File: src/rtl/i2c_crc_target.sv
module i2c_crc_target (
  input  logic       clk,
  input  logic       rst_n,
  input  logic       scl_i,
  input  logic       sda_i,
  output logic       sda_oe,
  input  logic [6:0] tgt_addr,
  input  logic       crc_en,
  input  logic       cfg_update,
  output logic [7:0] reg_raddr,
  input  logic [7:0] reg_rdata,
  output logic [7:0] reg_waddr,
  output logic [7:0] reg_wdata,
  output logic       reg_we
);

  typedef enum logic [3:0] {
    S_IDLE, S_ADR, S_REG, S_WDAT, S_WCRC, S_AACK, S_RDAT, S_RCRC, S_MACK
  } st_t;

  st_t        st, nxt;
  logic [2:0] scl_s, sda_s;
  logic [3:0] cnt;
  logic [7:0] sh, tx, crc, ptr, wbuf;
  logic       crc_on, cfg_upd_d, was_crc, mack;

  wire scl_rise = scl_s[1] & ~scl_s[2];
  wire scl_fall = ~scl_s[1] & scl_s[2];
  wire start    = scl_s[1] & scl_s[2] & ~sda_s[1] & sda_s[2];
  wire stop     = scl_s[1] & scl_s[2] & sda_s[1] & ~sda_s[2];
  wire byte_end = scl_fall && cnt == 4'd8;

  assign reg_raddr = ptr;

  function automatic logic [7:0] crc_upd(input logic [7:0] c, input logic [7:0] b);
    logic [7:0] r;
    r = c;
    for (int i = 7; i >= 0; i--)
      r = {r[6:0], 1'b0} ^ ((r[7] ^ b[i]) ? 8'h07 : 8'h00);
    return r;
  endfunction

  always_ff @(posedge clk) begin
    if (!rst_n) begin
      scl_s <= '1; sda_s <= '1;
      st <= S_IDLE; nxt <= S_IDLE;
      cnt <= '0; sh <= '0; tx <= '0; crc <= '0; ptr <= '0; wbuf <= '0;
      crc_on <= 1'b0; cfg_upd_d <= 1'b0; was_crc <= 1'b0; mack <= 1'b0;
      sda_oe <= 1'b0; reg_we <= 1'b0; reg_waddr <= '0; reg_wdata <= '0;
    end else begin
      scl_s <= {scl_s[1:0], scl_i};
      sda_s <= {sda_s[1:0], sda_i};
      reg_we <= 1'b0;
      cfg_upd_d <= cfg_update;
      if (cfg_upd_d && !cfg_update) crc_on <= crc_en;

      if (start) begin
        st <= S_ADR; cnt <= '0; sda_oe <= 1'b0;
      end else if (stop) begin
        st <= S_IDLE; cnt <= '0; sda_oe <= 1'b0; crc <= '0;
      end else begin
        case (st)
          S_ADR, S_REG, S_WDAT, S_WCRC: begin
            if (scl_rise && cnt != 4'd8) begin
              sh  <= {sh[6:0], sda_s[1]};
              cnt <= cnt + 4'd1;
            end else if (byte_end) begin
              cnt <= '0;
              case (st)
                S_ADR:
                  if (sh[7:1] == tgt_addr) begin
                    crc <= crc_upd(crc, sh);
                    nxt <= sh[0] ? S_RDAT : S_REG;
                    sda_oe <= 1'b1; st <= S_AACK;
                  end else begin
                    st <= S_IDLE; crc <= '0;
                  end
                S_REG: begin
                  ptr <= sh; crc <= crc_upd(crc, sh);
                  nxt <= S_WDAT; sda_oe <= 1'b1; st <= S_AACK;
                end
                S_WDAT: begin
                  if (crc_on) begin
                    wbuf <= sh; crc <= crc_upd(crc, sh); nxt <= S_WCRC;
                  end else begin
                    reg_we <= 1'b1; reg_waddr <= ptr; reg_wdata <= sh;
                    ptr <= ptr + 8'd1; nxt <= S_WDAT;
                  end
                  sda_oe <= 1'b1; st <= S_AACK;
                end
                default:
                  if (sh == crc) begin
                    reg_we <= 1'b1; reg_waddr <= ptr; reg_wdata <= wbuf;
                    ptr <= ptr + 8'd1; crc <= '0;
                    nxt <= S_WDAT; sda_oe <= 1'b1; st <= S_AACK;
                  end else begin
                    st <= S_IDLE; crc <= '0;
                  end
              endcase
            end
          end
          S_AACK:
            if (scl_fall) begin
              if (nxt == S_RDAT) begin
                tx <= reg_rdata; sda_oe <= ~reg_rdata[7];
                crc <= crc_upd(crc, reg_rdata); ptr <= ptr + 8'd1; cnt <= 4'd1;
              end else begin
                sda_oe <= 1'b0; cnt <= '0;
              end
              st <= nxt;
            end
          S_RDAT, S_RCRC:
            if (scl_fall) begin
              if (cnt == 4'd8) begin
                sda_oe <= 1'b0; cnt <= '0;
                was_crc <= (st == S_RCRC); st <= S_MACK;
              end else begin
                sda_oe <= ~tx[6]; tx <= {tx[6:0], 1'b0}; cnt <= cnt + 4'd1;
              end
            end
          S_MACK: begin
            if (scl_rise) mack <= ~sda_s[1];
            if (scl_fall) begin
              if (crc_on && !was_crc) begin
                tx <= crc; sda_oe <= ~crc[7]; crc <= '0; cnt <= 4'd1; st <= S_RCRC;
              end else if (mack) begin
                tx <= reg_rdata; sda_oe <= ~reg_rdata[7];
                crc <= crc_upd(crc, reg_rdata); ptr <= ptr + 8'd1; cnt <= 4'd1;
                st <= S_RDAT;
              end else begin
                st <= S_IDLE; crc <= '0;
              end
            end
          end
          default: ;
        endcase
      end
    end
  end

  assert_sda_steady_R11: assert property (@(posedge clk) disable iff (!rst_n)
    !$stable(sda_oe) |-> !$past(scl_s[1]));

  assert_we_pulse_R2: assert property (@(posedge clk) disable iff (!rst_n)
    reg_we |=> !reg_we);

  assert_crc_clear_R5: assert property (@(posedge clk) disable iff (!rst_n)
    stop |=> crc == 8'h00);

  assert_mode_hold_R4: assert property (@(posedge clk) disable iff (!rst_n)
    !(cfg_upd_d && !cfg_update) |=> $stable(crc_on));

  assert_badcrc_nowrite_R7: assert property (@(posedge clk) disable iff (!rst_n)
    (st == S_WCRC && byte_end && sh != crc) |=> (!reg_we && st == S_IDLE));

  assert_idle_release_R9: assert property (@(posedge clk) disable iff (!rst_n)
    st == S_IDLE |-> !sda_oe);

endmodule

File: config.mk
export PLATFORM = sky130hd
export DESIGN_NAME = i2c_crc_target
export DESIGN_NICKNAME = d
export VERILOG_FILES = /design/src/rtl/i2c_crc_target.sv
export SDC_FILE = /design/constraint.sdc
export NUM_CORES = 1
export LEC_CHECK = 0
export ABC_AREA = 1
export CAP_MARGIN = 25
export CORE_AREA = 2 2 97 99
export CTS_BUF_LIST = sky130_fd_sc_hd__clkbuf_8
export DETAILED_ROUTE_END_ITERATION = 16
export DIE_AREA = 0 0 99 101
export PLACE_DENSITY = 0.74
export SLEW_MARGIN = 20
export SYNTH_ARGS = -nofsm -noshare
export SYNTH_HDL_FRONTEND = slang
export SYNTH_SLANG_ARGS = --single-unit
File: constraint.sdc
create_clock -name clk -period 1.8 [get_ports clk]
set_input_delay 0.54 -clock clk [delete_from_list [all_inputs] [get_ports clk]]
set_output_delay 0.54 -clock clk [all_outputs]
set_load 0.02 [all_outputs]
# Word level (Yosys, flattened, before mapping)
# Index checks and enable logic that the tools add are counted.
# totals
reg_bits	79
in_bits	21
output_inout_bits	26
wordCells	248
# classes
addsub	2
n_eq_ne	44
n_mux	98
bitwise	53
n_reduce_logical	32
# op_table
operator	count
$mux 8	23
$xor 8x3->8	16
$pmux 8 s3	4
$mux 3	22
$mux 4	16
$mux 7	7
$ne 4x4->1 const B	10
$pmux 4 s4	2
$pmux 8 s2	2
$reduce_and 7->1	4
$ne 3x3->1 const B	9
$ne 2x2->1 const B	13
$pmux 7 s3	1
$eq 4x3->1 const B	5
$reduce_and 9->1	2
$mux 1	16
$reduce_and 8->1	2
$xor 1x1->1	16
$not 1->1	14
$reduce_and 13->1	1
$pmux 4 s3	1
$reduce_bool 4->1	3
$add 8x1->8 const B	1
$eq 4x2->1 const B	2
21 further kinds	37

# Depth between registers and ports, before layout
# logic_depth
ltp_word	30
ltp_mapped	14
mapped_depth_nobuf	14

# Worst setup path after synthesis
# OpenSTA, ideal clock, no wires.
# synth_path
kind	register -> register
from	register sh[2]
to	register ptr[2] (netlist: reg_raddr[2])
setup_time_ns	0.113
arrival_time_ns	1.659
slack_ns	0.027
stages_incl_launch_ff	13
path_cell_list	dfxtp_1 -> clkbuf_1 -> xor2_1 -> inv_1 -> ha_1 -> nand4_1 -> nor2_1 -> nor2_1 -> o21ai_1 -> nand2_1 -> buf_6 -> o21ai_1 -> nor2_1
# synth_between
elab_chain_cells	4
word_cells_on_any_way	7
classes_between	eq/ne (2); mux (4); reduce/logical (1)
# synth_rtl
item	line_no	rtl
start: declaration	24	logic [7:0] sh, tx, crc, ptr, wbuf;
start signal: assignment	65	sh <= {sh[6:0], sda_s[1]};
parallel branches: the longest is 4 deep, another holds $reduce_and 13->1	-	
end signal: assignment	79	ptr <= sh; crc <= crc_upd(crc, sh);
end: declaration	24	
# Parallel ways; which one is timed is not known. The select of a mux whose other input is x is not followed.
# A chain may end at the register's enable or synchronous reset.

# Worst setup path after layout
# layout_path
from	input port tgt_addr[0]
to	register nxt[2]
# layout_between
elab_chain_cells	3
# layout_rtl
item	line_no	rtl
start: declaration	7	input logic [6:0] tgt_addr,
$eq 7x7->1	71	if (sh[7:1] == tgt_addr) begin
$ne 2x2->1 (no line)	-	
$reduce_and 7->1 (no line)	-	
end signal: assignment	73	nxt <= sh[0] ? S_RDAT : S_REG;
end: declaration	21	st_t st, nxt;
# No other way between the ends.

==> results.cfg <==
[clocking]
numCtsBuffers = 9
clk_pin_slew_worst_paths_ns = 0.09
clk_latency_ns = 0.35
clkSinkCount = 78
cts.htree.levels = 3
cts_tree = done
clockBufferDepth = 2
cts-root-buf = clkbuf_8

[logic_synthesis]
ys_seq_area_share_pct = 35.6
yosys_warnings = 0
synth_seq_cells = 78
synth_cell_types = 39
synthMuxAreaShare_pct = 0
postSynthAreaPerCell_sq_um = 6.61
syn_area_sq_um = 4390
synthSimpleGateAreaFrac_pct = 28.8
synth_top_family_by_area = simple AND/OR/NAND/NOR gates
synth_compound_area_share_pct = 17.8
syn_inst = 664
synthXorXnorAreaFrac_pct = 6.98
synthAdderAreaFrac_pct = 1.42
synthesis.nets = 690

[worst_setup_path]
r2r-end = reg_waddr[7]
rr_startpoint = crc[2]
crit_arrival_ns = 2.08
cp-endpoint = nxt[2]
startpoint = tgt_addr[0]
required_ns = 2.05
crit_fanout = 6
worstSetupPathType = primary input to flop
regToRegSetupSlack_ns = 0.01
start_kind = primary input
critPathCaptureType = flop
r2r_cells = 10

[status]
violations = setup timing
status = complete, but fails checks

[place]
dp_cells = 881
port_buffers = 46
gp_congestion = 0.877
dp_hpwl_mm = 8.96
place_ws_ns = -0.482

[die]
fp.dieH_microns = 101
core_area_sq_um = 8980
rows = 35
die_x_microns = 99
io_pins = 47
die-area_sq_um = 10000
initial_utilization_pct = 48.9

[timing]
rsz0062_at_grt = yes
slew_headroom_pct = 75.9
slew_viol_final = 0
fin_ws_ns = -0.0278
fin_setup_tns_ns = -0.0278
finClkSkew_ns = 0.00814
hold_viol = 0
tightest_slew_ns = 0.358
min_period_over_period_pct = 102
finalCriticalPeriod_ns = 1.83
setup_viol = 1
fmaxAchievable_ghz = 0.547

[global_routing]
grt_pass1_vias = 4456
grtUsageTotal_pct = 23.9
grt_antenna_before_repair = 0
grt_max_degree = 55
grt_pass1_wl_mm = 19.5
grt-ovfl-total = 0

[final_layout]
area_delta_synth_final_pct = 37.9
final_cell_mix = nand2_1, buf_4, nor2_1
fin_cells = 905
nets = 815
antennaDiodeCount = 0
final_common_cell = nand2_1
fillers = 802
drive_gt1_share_pct = 25.3

[routing]
vias = 4664
first_pass_iters = 4
drt-initial-drc-count = 172
drcViolationCount = 0
ant_nets = 0
wl_per_cell_microns = 13.1
routed_via_density = 5.15
drt_wl_total_mm = 11.9

[pwr]
p_per_area_nw_per_um2 = 1180
p_leak_nw = 2.83
ir_worst_vdd_uv = 933

[job]
max_cap_viol_count = 0

[worst_hold_path]
hold_class = flop to flop
hold_depth = 1
-- through the flow --
stage / instance area (sq um) / utilization (%) / total power [mW] / hold slack [ns]
after detailed placement: 5510 / 61.4 / 5.20 / 0.401
final: 6060 / 67.5 / 7.14 / 0.422
after global placement: 5510 / 61.4 / 5.11 / 0.396
after global routing: 6060 / 67.5 / 7.66 / 0.450
after CTS: 5760 / 64.2 / 6.53 / 0.423
after floorplan: 4390 / - / 4.03 / 0.393
-- cells in the mapped netlist, drive strengths merged --
cell type | count | area share (%)
dfxtp | 78 | 36
nand3 | 37 | 4.3
xnor2 | 23 | 4.6
ha | 5 | 1.4
o21ai | 82 | 9.3
a21boi | 1 | 0.17
a21oi | 49 | 5.7
xor2 | 12 | 2.4
nor2 | 95 | 9.3
a311oi | 1 | 0.20
or2 | 4 | 0.57
buf | 9 | 1.2
clkbuf | 12 | 1.0
nor3 | 5 | 0.57
a22o | 1 | 0.20
inv | 83 | 7.2
nand4 | 4 | 0.57
nand3b | 1 | 0.17
and2 | 1 | 0.14
o22ai | 3 | 0.43
a211oi | 1 | 0.17
o21bai | 1 | 0.17
nand2 | 148 | 13
nor2b | 1 | 0.14
o211ai | 3 | 0.63
o31ai | 1 | 0.17
a221oi | 3 | 0.60
-- registers in the layout, indices dropped and copies added (netlist names), 3 cells and up --
signal and count:
reg_wdata 8, sda_s 3, cnt 4, st 4
tx 7, crc 8, reg_waddr 8, wbuf 8
reg_raddr 8, nxt 3, scl_s 3, sh 8
-- cell type report --
class / instances / area [sq um] / share of cell area, %
multi-input combinational: 482 / 2670 / 44.1
sequential: 78 / 1580 / 26.1
timing repair buffer: 134 / 1140 / 18.8
inverter: 83 / 334 / 5.52
tap: 111 / 139 / 2.29
clock buffer: 9 / 124 / 2.05
clock inverter: 7 / 56.3 / 0.930
timing repair inverter: 1 / 7.51 / 0.124
-- worst min path at each step --
stage               endpoint      from
finish              sda_s[1]  sda_s[0]
detailed placement  sda_s[1]  sda_s[0]
global placement    scl_s[1]  scl_s[0]
global route        sda_s[1]  sda_s[0]
CTS                 sda_s[1]  sda_s[0]
floorplan           scl_s[1]  scl_s[0]
-- report_power, final --
group | internal [mW] | switching [mW] | leakage [nW]
Clock | 0.512 | 0.707 | 0.0785
Combinational | 1.65 | 2.20 | 2.12
Sequential | 1.90 | 0.159 | 0.638
-- logic make-up (layout without fill, tap and decap cells) --
family | count (synthesis) | in the layout
and+or+nand+nor | 296 | 296
AOI/OAI and AO/OA | 146 | 146
buffers and inverters | 104 | 234
DFF | 78 | 78
xor gates and xnor gates | 35 | 35
adders and majority gates | 5 | 5
-- critical path, cell delays in order --
cell and delay (ns):
clkdlybuf4s50_1 0.47, xnor2_1 0.12, nand2_1 0.10, nor2_2 0.14, nand2_1 0.11, nand2_2 0.10, nand2_2 0.07, nor2_4 0.17
nand3_1 0.09, o21ai_0 0.10, nor2_1 0.07
-- routing by layer --
layer	track usage, %	routed length (microns)	up-vias
li1	-	-	2378
met1	29.0	5190	2163
met2	42.8	5960	111
met3	4.51	559	12
met4	7.17	172	0
met5	0	0	-
-- repair_timing --
action,CTS,global route
hold buffers,0,0
pin swaps,6,29
gates cloned,0,1
endpoints found under the setup margin,62,61
gates resized for setup,53,80
setup buffers,2,5
(Power assumes the default switching activity.)
